### src/rtl/atr_guard_pkg.sv
package atr_guard_pkg;

  typedef enum logic [1:0] {
    PH_IDLE  = 2'd0,
    PH_FIRST = 2'd1,
    PH_CHARS = 2'd2,
    PH_STOP  = 2'd3
  } phase_e;

  typedef enum logic [2:0] {
    EC_NONE       = 3'd0,
    EC_EARLY      = 3'd1,
    EC_FIRST_LATE = 3'd2,
    EC_WAIT_OVER  = 3'd3,
    EC_TOTAL_OVER = 3'd4,
    EC_GAP_SHORT  = 3'd5
  } err_code_e;

endpackage

### src/rtl/atr_first_window.sv
// Clock counter for the window between reset rise and the first leading edge.
module atr_first_window #(
  parameter int FIRST_MIN_CLK = 400,
  parameter int FIRST_MAX_CLK = 40000
) (
  input  logic clk,
  input  logic srst,
  input  logic clear,
  input  logic load,
  input  logic run,
  output logic below_min,
  output logic at_max
);
  localparam int WIN_W = $clog2(FIRST_MAX_CLK + 2);

  logic [WIN_W-1:0] cnt_q;

  always_ff @(posedge clk) begin
    if (srst || clear) begin
      cnt_q <= '0;
    end else if (load) begin
      cnt_q <= WIN_W'(1);
    end else if (run && (cnt_q != WIN_W'(FIRST_MAX_CLK))) begin
      cnt_q <= cnt_q + WIN_W'(1);
    end
  end

  // cnt_q equals the clocks elapsed since the rise edge in the current cycle
  assign below_min = (cnt_q < WIN_W'(FIRST_MIN_CLK));
  assign at_max    = (cnt_q >= WIN_W'(FIRST_MAX_CLK));

endmodule

### src/rtl/atr_etu_count.sv
// ETU prescaler plus saturating ETU counter.
module atr_etu_count #(
  parameter int CLK_PER_ETU = 372,
  parameter int CNT_W       = 16
) (
  input  logic             clk,
  input  logic             srst,
  input  logic             clear,
  input  logic             run,
  output logic             tick,
  output logic [CNT_W-1:0] etu_cnt
);
  localparam int PRE_W = $clog2(CLK_PER_ETU + 1);
  localparam logic [PRE_W-1:0] PRE_LAST = PRE_W'(CLK_PER_ETU - 1);

  logic [PRE_W-1:0] pre_q;
  logic [CNT_W-1:0] cnt_q;

  assign tick    = run && (pre_q == PRE_LAST);
  assign etu_cnt = cnt_q;

  always_ff @(posedge clk) begin
    if (srst || clear) begin
      pre_q <= '0;
      cnt_q <= '0;
    end else if (run) begin
      if (pre_q == PRE_LAST) begin
        pre_q <= '0;
        if (cnt_q != {CNT_W{1'b1}}) cnt_q <= cnt_q + CNT_W'(1);
      end else begin
        pre_q <= pre_q + PRE_W'(1);
      end
    end
  end

  a_r12_prescale_range: assert property (@(posedge clk) disable iff (srst)
    pre_q <= PRE_LAST);

endmodule

### src/rtl/atr_timing_guard.sv
module atr_timing_guard
  import atr_guard_pkg::*;
#(
  parameter int CLK_PER_ETU   = 372,
  parameter int FIRST_MIN_CLK = 400,
  parameter int FIRST_MAX_CLK = 40000,
  parameter int GAP_MIN_ETU   = 12,
  parameter int WAIT_ETU      = 9600,
  parameter int WAIT_TOL_ETU  = 10800,
  parameter int TOTAL_ETU     = 20160
) (
  input  logic       clk,
  input  logic       srst,
  input  logic       card_rst,
  input  logic       io_line,
  input  logic       char_start,
  input  logic       answer_end,
  input  logic       tolerant_en,
  input  logic       overall_en,
  output logic       err_early,
  output logic       err_timeout,
  output logic [2:0] err_code,
  output logic       done
);
  localparam int MAX_A   = (WAIT_ETU > WAIT_TOL_ETU) ? WAIT_ETU : WAIT_TOL_ETU;
  localparam int MAX_B   = (TOTAL_ETU > GAP_MIN_ETU) ? TOTAL_ETU : GAP_MIN_ETU;
  localparam int ETU_MAX = (MAX_A > MAX_B) ? MAX_A : MAX_B;
  localparam int CNT_W   = $clog2(ETU_MAX + 2);
  localparam int NUM_CNT = 2;   // index 0: gap since last start, 1: total since first start

  phase_e    phase_q, phase_d;
  err_code_e code_q, code_d;
  logic      done_q, done_d;
  logic      rst_prev_q, io_prev_q;

  logic io_fall, rst_rise;
  logic win_load, win_run, win_below_min, win_at_max;
  logic gap_clear, first_accept;

  logic [NUM_CNT-1:0] cnt_clear, cnt_tick;
  logic [CNT_W-1:0]   cnt_val [NUM_CNT];
  logic [CNT_W:0]     cnt_now [NUM_CNT];
  logic [CNT_W:0]     wait_lim;

  assign io_fall  = io_prev_q & ~io_line;
  assign rst_rise = ~rst_prev_q & card_rst;
  assign wait_lim = tolerant_en ? (CNT_W+1)'(WAIT_TOL_ETU) : (CNT_W+1)'(WAIT_ETU);

  // First-character clock window
  atr_first_window #(
    .FIRST_MIN_CLK(FIRST_MIN_CLK),
    .FIRST_MAX_CLK(FIRST_MAX_CLK)
  ) first_win_i (
    .clk      (clk),
    .srst     (srst),
    .clear    (~card_rst),
    .load     (win_load),
    .run      (win_run),
    .below_min(win_below_min),
    .at_max   (win_at_max)
  );

  assign cnt_clear[0] = ~card_rst | first_accept | gap_clear;
  assign cnt_clear[1] = ~card_rst | first_accept;

  // ETU counters: gap counter restarts at each start, total counter only at the first
  for (genvar gi = 0; gi < NUM_CNT; gi++) begin : g_etu
    atr_etu_count #(
      .CLK_PER_ETU(CLK_PER_ETU),
      .CNT_W      (CNT_W)
    ) etu_i (
      .clk    (clk),
      .srst   (srst),
      .clear  (cnt_clear[gi]),
      .run    (phase_q == PH_CHARS),
      .tick   (cnt_tick[gi]),
      .etu_cnt(cnt_val[gi])
    );
    // whole ETUs elapsed, counting the boundary completed in this cycle
    assign cnt_now[gi] = {1'b0, cnt_val[gi]} + (CNT_W+1)'(cnt_tick[gi]);
  end

  always_comb begin
    phase_d      = phase_q;
    code_d       = code_q;
    done_d       = done_q;
    win_load     = 1'b0;
    win_run      = 1'b0;
    gap_clear    = 1'b0;
    first_accept = 1'b0;
    unique case (phase_q)
      PH_IDLE: begin
        if (rst_rise) begin
          phase_d  = PH_FIRST;
          win_load = 1'b1;
        end
      end
      PH_FIRST: begin
        if (io_fall) begin
          if (win_below_min) begin
            phase_d = PH_STOP;
            code_d  = EC_EARLY;
          end else begin
            phase_d      = PH_CHARS;
            first_accept = 1'b1;
          end
        end else if (win_at_max) begin
          phase_d = PH_STOP;
          code_d  = EC_FIRST_LATE;
        end else begin
          win_run = 1'b1;
        end
      end
      PH_CHARS: begin
        if (answer_end) begin
          phase_d = PH_STOP;
          done_d  = 1'b1;
        end else if (overall_en && (cnt_now[1] >= (CNT_W+1)'(TOTAL_ETU))) begin
          phase_d = PH_STOP;
          code_d  = EC_TOTAL_OVER;
        end else if (char_start) begin
          if (cnt_now[0] < (CNT_W+1)'(GAP_MIN_ETU)) begin
            phase_d = PH_STOP;
            code_d  = EC_GAP_SHORT;
          end else begin
            gap_clear = 1'b1;
          end
        end else if (cnt_now[0] >= wait_lim) begin
          phase_d = PH_STOP;
          code_d  = EC_WAIT_OVER;
        end
      end
      default: ;  // PH_STOP holds until reset line drops
    endcase
    if (!card_rst) begin
      phase_d = PH_IDLE;
      code_d  = EC_NONE;
      done_d  = 1'b0;
    end
  end

  always_ff @(posedge clk) begin
    if (srst) begin
      phase_q     <= PH_IDLE;
      code_q      <= EC_NONE;
      done_q      <= 1'b0;
      rst_prev_q  <= 1'b1;
      io_prev_q   <= 1'b1;
      err_early   <= 1'b0;
      err_timeout <= 1'b0;
    end else begin
      phase_q     <= phase_d;
      code_q      <= code_d;
      done_q      <= done_d;
      rst_prev_q  <= card_rst;
      io_prev_q   <= io_line;
      err_early   <= (code_d == EC_EARLY) || (code_d == EC_GAP_SHORT);
      err_timeout <= (code_d == EC_FIRST_LATE) || (code_d == EC_WAIT_OVER) ||
                     (code_d == EC_TOTAL_OVER);
    end
  end

  assign err_code = code_q;
  assign done     = done_q;

  // a low reset line clears all outputs on the next clock
  a_r1_idle_clear: assert property (@(posedge clk) disable iff (srst)
    !card_rst |=> (err_code == 3'd0 && !done && !err_early && !err_timeout));

  // an error code holds while the reset line stays high
  a_r10_code_sticky: assert property (@(posedge clk) disable iff (srst)
    (err_code != 3'd0 && card_rst) |=> $stable(err_code));

  // done only follows an end pulse
  a_r9_done_cause: assert property (@(posedge clk) disable iff (srst)
    $rose(done) |-> $past(answer_end));

  // done and an error never coexist
  a_r9_done_clean: assert property (@(posedge clk) disable iff (srst)
    done |-> (err_code == 3'd0));

  // an early flag is preceded by a start event
  a_r2_early_cause: assert property (@(posedge clk) disable iff (srst)
    $rose(err_early) |-> ($past(char_start) || !$past(io_line)));

  // the two flag classes are exclusive
  a_r3_flags_exclusive: assert property (@(posedge clk) disable iff (srst)
    !(err_early && err_timeout));

endmodule

### config.mk
export PLATFORM = sky130hd
export DESIGN_NAME = atr_timing_guard
export DESIGN_NICKNAME = d
export VERILOG_FILES = /design/src/rtl/atr_guard_pkg.sv /design/src/rtl/atr_first_window.sv /design/src/rtl/atr_etu_count.sv /design/src/rtl/atr_timing_guard.sv
export SDC_FILE = /design/constraint.sdc
export NUM_CORES = 1
export LEC_CHECK = 0
export ABC_AREA = 1
export BUFFER_PORTS_ARGS = -buffer_cell sky130_fd_sc_hd__buf_2
export CAP_MARGIN = 20
export CORE_MARGIN = 1
export CORE_UTILIZATION = 25
export DETAILED_ROUTE_END_ITERATION = 10
export GPL_TIMING_DRIVEN = 0
export PLACE_DENSITY = 0.43
export SETUP_SLACK_MARGIN = 0.2
export SLEW_MARGIN = 20
export SYNTH_ARGS = -nofsm -noshare
export SYNTH_HDL_FRONTEND = slang
export SYNTH_SLANG_ARGS = --single-unit
### constraint.sdc
create_clock -name clk -period 8.4 [get_ports clk]
set_clock_uncertainty 0.05 [all_clocks]
set_input_delay 0.42 -clock clk [delete_from_list [all_inputs] [get_ports clk]]
set_output_delay 0.42 -clock clk [all_outputs]
set_load 0.005 [all_outputs]
Word-level counts from Yosys, hierarchy flattened

Index checks and enable logic that the tools add are counted.

Memories kept: 0
Bits in latches: 0
Bits in registers: 74
RAM bits: 0
Logic and storage cells: 105
Memory bits (read-only): 0

Shift-type cells: 0
Add/subtract/negate cells: 7
Multiplexer cells: 38
Eq/ne operators: 16
Order comparisons: 5
Divide/modulo/power cells: 0
Bitwise logic cells: 7
Reduce and logical (&&, ||, !) cells: 19
Multipliers: 0

Operators by type and width:

| operator                | number |
|---|---|
| $add A15 B1 Y16         | 2 |
| $add A15 B1 Y15 const B | 2 |
| $ne A15 B15 Y1 const B  | 2 |
| $mux W3                 | 9 |
| $add A9 B1 Y9 const B   | 2 |
| $eq A9 B9 Y1 const B    | 2 |
| $mux W9                 | 2 |
| $add A16 B1 Y16 const B | 1 |
| $ge A16 B14 Y1          | 1 |
| $ge A16 B15 Y1 const B  | 1 |
| $ge A16 B16 Y1 const B  | 1 |
| $lt A16 B4 Y1 const B   | 1 |
| $lt A16 B9 Y1 const B   | 1 |
| $mux W1                 | 16 |
| $mux W2                 | 8 |
| $ne A16 B16 Y1 const B  | 1 |
| $mux W12                | 1 |
| $ne A5 B5 Y1 const B    | 2 |
| $eq A3 B2 Y1 const B    | 2 |
| $eq A3 B3 Y1 const B    | 2 |
| $logic_or A1 B1 Y1      | 6 |
| $pmux W2 S3             | 1 |
| $pmux W3 S2             | 1 |
| $reduce_and A3 Y1       | 2 |
| other kinds (15)        | 23 |

Longest topological paths before layout

Depth in word-level cells: 13
Gate-level depth with buffers: 28

Hierarchy

Synthesis repeated with hierarchy kept, for this count alone.

Cell total of the unflattened synthesis: 979
Area, all modules: 6083.3 sq um

Modules (own cells, without submodules):

| module           | instances | area each (sq um) | sequential area each (sq um) | cells each |
|---|---|---|---|---|
| atr_etu_count    | 2         | 1630.3            | 480.5                        | 241 |
| atr_timing_guard | 1         | 1716.6            | 200.2                        | 320 |
| atr_first_window | 1         | 1106.1            | 320.3                        | 177 |

Worst setup path before layout

No wires, ideal clock.

Path type: reg-to-reg
From: register phase_q[0]
To: register err_early
Path buffers: 0
Setup slack: 4989 ps
Clock period less this slack: 3411 ps
Library setup time: 115 ps
Required time: 8235 ps
Data arrival time: 3246 ps
Stages on the path, launching flop included: 26
Path through: dfxtp_1 inv_1 ha_1 clkinv_1 nor2_4 ha_1 ha_1 nand3_1 nor2_1 nand3_1 nand2_1 inv_1 ha_1 nand2_1 a21oi_1 nor2_1 nand3_1 a21oi_1 nand2_1 nand2_2 nand3_1 nand3_1 nand2_1 nand2_1 nor2_2 and2_1

Word-level cells in the longest chain between the ends: 12
Elaborated cells on any way between the ends: 20
Those cells by class: add/sub: 2; order compare: 3; eq/ne: 4; mux: 7; reduce/logical: 4

RTL lines:

| item                                                   | line                                             | text |
|---|---|---|
| start: declaration                                     | atr_timing_guard.sv:31                           | `phase_e phase_q, phase_d;` |
| start signal: assignment                               | atr_timing_guard.sv:152                          | `phase_q <= phase_d;` |
| $eq A2 B2 Y1                                           | atr_timing_guard.sv:75, atr_timing_guard.sv:91   |  |
| $logic_and A1 B1 Y1                                    | atr_etu_count.sv:19                              | `assign tick = run && (pre_q == PRE_LAST);` |
| $add A15 B1 Y16                                        | atr_timing_guard.sv:80                           | `assign cnt_now[gi] = {1'b0, cnt_val[gi]} + (CNT_W+1)'(cnt_tick[gi]);` |
| $ge A16 B14 Y1 / $lt A16 B4 Y1 (equally long branches) | atr_timing_guard.sv:128, atr_timing_guard.sv:122 |  |
| $mux W3, on equally long branches                      | atr_timing_guard.sv:128, atr_timing_guard.sv:122 |  |
| $mux W3                                                | atr_timing_guard.sv:121                          | `end else if (char_start) begin` |
| $mux W3                                                | atr_timing_guard.sv:118                          | `end else if (overall_en && (cnt_now[1] >= (CNT_W+1)'(TOTAL_ETU))) begin` |
| $mux W3                                                | atr_timing_guard.sv:115                          | `if (answer_end) begin` |
| $pmux W3 S2 *                                          | atr_timing_guard.sv:91                           | `unique case (phase_q)` |
| $mux W3 *                                              | atr_timing_guard.sv:135                          | `if (!card_rst) begin` |
| $eq A3 B1 Y1 / $eq A3 B3 Y1 (equally long branches)    | atr_timing_guard.sv:157                          | `err_early <= (code_d == EC_EARLY) \|\| (code_d == EC_GAP_SHORT);` |
| $logic_or A1 B1 Y1 *                                   | atr_timing_guard.sv:157                          |  |
| end signal: assignment                                 | atr_timing_guard.sv:157                          |  |
| end: declaration                                       | atr_timing_guard.sv:20                           | `output logic err_early,` |

Every way passes the cells marked *; elsewhere a longest branch is shown, timed or not.
A chain may end at the register's enable or synchronous reset.

Worst setup path in the final report

From: register phase_q[0]
To: register err_timeout

Word-level cells in the longest chain between the ends: 13
Elaborated cells on any way between the ends: 22
Those cells by class: add/sub: 2; order compare: 3; eq/ne: 5; mux: 7; reduce/logical: 5

RTL lines:

| item                                                   | line                                             | text |
|---|---|---|
| $eq A2 B2 Y1                                           | atr_timing_guard.sv:75, atr_timing_guard.sv:91   |  |
| $logic_and A1 B1 Y1                                    | atr_etu_count.sv:19                              |  |
| $add A15 B1 Y16                                        | atr_timing_guard.sv:80                           |  |
| $ge A16 B14 Y1 / $lt A16 B4 Y1 (equally long branches) | atr_timing_guard.sv:128, atr_timing_guard.sv:122 |  |
| $mux W3, on equally long branches                      | atr_timing_guard.sv:128, atr_timing_guard.sv:122 |  |
| $mux W3                                                | atr_timing_guard.sv:121                          |  |
| $mux W3                                                | atr_timing_guard.sv:118                          |  |
| $mux W3                                                | atr_timing_guard.sv:115                          |  |
| $pmux W3 S2 *                                          | atr_timing_guard.sv:91                           |  |
| $mux W3 *                                              | atr_timing_guard.sv:135                          |  |
| $eq A3 B2 Y1                                           | atr_timing_guard.sv:158                          | `err_timeout <= (code_d == EC_FIRST_LATE) \|\| (code_d == EC_WAIT_OVER) \|\|` |
| $logic_or A1 B1 Y1                                     | atr_timing_guard.sv:158                          |  |
| $logic_or A1 B1 Y1 *                                   | atr_timing_guard.sv:158                          |  |
| end signal: assignment                                 | atr_timing_guard.sv:158                          |  |
| end: declaration                                       | atr_timing_guard.sv:21                           | `output logic err_timeout,` |

Marks and branches as above.

==> impl_metrics.toml <==
[setup_path]
critPathRequiredTime_ps = 8630
rr_endpoint = "err_timeout$_SDFF_PP0_"
r2r_cells = 27
worstPathArrival_ps = 4470
end_kind = "register"
crit_fanout = 9
regToRegStartpoint = "phase_q[0]$_SDFFE_PP0P_"
rrSetupSlack_ps = 4160
path_class = "register to register"
cp-start-kind = "register"

[worst_hold_path]
min_path_type = "input port to register"
holdPathEnd = "io_prev_q$_SDFF_PP1_"
hold_depth = 3
worst_hold_startpoint = "io_line"

[floorplanning]
die_w_microns = 141.3
die_y_microns = 141.3
start_util_pct = 25.68
dieArea_sq_mm = 0.01997
num_io_pins = 14
rows = 50
coreArea_sq_mm = 0.01889

[pwr]
seq_power_share_pct = 45.3
power.density_mw_per_mm2 = 140.5
power_leakage_nw = 2.096
clkPwrFrac_pct = 51.0
combPwrFrac_pct = 3.7
sw_frac_of_total_pct = 22.27
switching_power_w = 0.0001735
ir_drop_mv = 0.1207
fin_total_pwr_w = 0.0007794
p_int_w = 0.0006058

[clock_tree]
cts_made_buffers = 9
holdBufCountCts = 0
clockBufferDepth = 2
path_clk_slew_ps = 60
cts.sinks = 74
clockRootBuffer = "clkbuf_16"
cts-resized-gates = 0
clock_latency_ps = 340
tritoncts = "built"
htree_levels = 3
post_cts_buffers = 0

[placement]
place_inst = 1000
gp_congestion = 0.8245
hpwl_microns = 9477
dpl_worst_slack_ps = 4127
port_buffers = 13

[sta]
min_period_over_period_pct = 50.49
fmax_ghz = 0.2358
rsz0062_at_grt = "no"
drv_slew = 0
slew_headroom_pct = 67.25
finalSetupViolations = 0
min_period_ps = 4241
worst_pin_slew_ps = 491.3
setup_tns_ps = 0
layout_setup_ws_ps = 4159
hold_viol = 0

[synth]
synth_edf_count = 0
ys_types = 48
syn-cell-area_sq_mm = 0.004852
synth_area_leaders = "dfxtp_1 31%, nand2_1 13%, inv_1 7.7%"
synth_warnings = 0
avgSynthCellArea_sq_um = 6.674
ys_seq_area_share_pct = 30.53
synth_cells = 727
synth_top_area_cell = "dfxtp_1"
synth_top_cell_area_share_pct = 30.53
synth-main-ff-cell = "dfxtp_1"
ys_ff_latch = 74
syn_nets = 756
async_flop_share_pct = 0

[routing]
postRouteAntennaNets = 0
first_pass_iters = 5
drtIter0Drc = 217
wl_microns = 12240
routedWlPerCell_microns = 12.05
num_vias = 4471
viasPerCell = 4.401
route.detailed.drc = 0

[global_route]
grt_start_max_net_pins = 13
grt_overflow_total = 0
grt_first_pass_wirelength_microns = 20960
grt_use_total_pct = 13.23
antenna_found_initial = 0
grt_pass1_vias = 4193

[final_layout]
utilization_pct = 29.36
final_common_cell = "nand2_1"
fin_nets = 780
drive_above_1_share_pct = 12.04
final_cell_mix = "171 x nand2_1, 99 x inv_1, 74 x dfxtp_1, 73 x nor2_1, 62 x nand3_1"
final_cells = 1016
syn_to_final_growth_pct = 14.34
diodes = 0

[outcome]
run_status = "finished, final reports clean"

[job]
maxCapViolations = 0
critical path: stages, from the launching register on:
cell,delay [ps]
dfxtp_1,330
inv_1,110
ha_1,230
clkinv_1,330
nor2_4,380
ha_1,290
ha_1,200
nand3_1,170
nor2_1,300
nand3_1,120
nand2_1,130
inv_1,60
ha_1,260
nand2_1,80
a21oi_1,40
nor2_1,150
nand3_1,100
a21oi_1,130
nand2_1,100
nand2_2,110
nand3_1,80
nand3_1,70
nand2_1,60
nand2_1,90
nand2_1,80
inv_1,60
nand2_1,40
nand2_1,60
kinds of logic after synthesis:
logic type               Yosys count  synth area share [%]
AND/OR/NAND/NOR                  405                 39.63
XOR/XNOR                          19                 3.430
AO/OA/AOI/OAI                     95                 11.58
flip-flops                        74                 30.53
buffers and inverters            113                 9.412
adder cells (fa/ha/maj)           21                 5.415
metrics by stage:
step	cell area [sq um]	hold slack (ps)
5_1_grt	5548	261.0
3_5_place_dp	5243	425.9
6_report	5548	232.7
4_1_cts	5548	222.1
3_3_place_gp	5243	423.7
2_1_floorplan	4852	393.4
flip-flops by register name (all words and copies together), names as in the netlist:
signal and cells:
rst_prev_q 1, err_early 1, err_timeout 1, io_prev_q 1, phase_q 2, err_code 3
done 1, first_win_i.cnt_q 16, g_etu.etu_i.pre_q 18, g_etu.etu_i.etu_cnt 30
cells in the mapped netlist (all sizes together) (2+ instances only):
cell    instances
nand3          63
nor2           91
or2             2
nand2         181
a31oi           4
nand4          23
nor4            7
inv           100
clkinv          2
o21a            2
clkbuf          3
nor3b           5
a21oi          52
dfxtp          74
xnor2           4
xor2           15
ha             21
buf             8
nor3           29
o21ai          27
worst max path at each step:
stage	start	cells past startpoint	to
2_1_floorplan	phase_q[0]$_SDFFE_PP0P_	25	err_early$_SDFF_PP0_
3_3_place_gp	phase_q[0]$_SDFFE_PP0P_	25	err_early$_SDFF_PP0_
3_5_place_dp	phase_q[0]$_SDFFE_PP0P_	25	err_early$_SDFF_PP0_
4_1_cts	phase_q[0]$_SDFFE_PP0P_	25	err_early$_SDFF_PP0_
5_1_grt	phase_q[0]$_SDFFE_PP0P_	26	err_timeout$_SDFF_PP0_
6_report	phase_q[0]$_SDFFE_PP0P_	27	err_timeout$_SDFF_PP0_
layout make-up:
type	count	area, sq um
Timing Repair Buffer	13	65.06
Buffer	11	73.82
Multi-Input combinational cell	540	2914
Clock buffer	11	252.7
Tap cell	260	325.3
Clock inverter	5	52.55
Fill cell	2145	13350
Sequential cell	74	1481
Inverter	102	382.9
metal layers:
metal  global-route usage [%]  share of wire, %
met1                    18.75                53
met2                    20.17                43
met3                    2.261               2.4
met4                    4.462               1.3
met5                        0                 0
power groups by stage:
stage          sequential, W  combinational (W)  clock, W
3_3_place_gp        0.000361          0.0000294         0
4_1_cts             0.000353          0.0000294  0.000416
3_5_place_dp        0.000361          0.0000293         0
6_report            0.000353          0.0000287  0.000398
5_1_grt             0.000353          0.0000326  0.000428
2_1_floorplan       0.000361          0.0000188         0
Power figures use the tool's default switching activity.
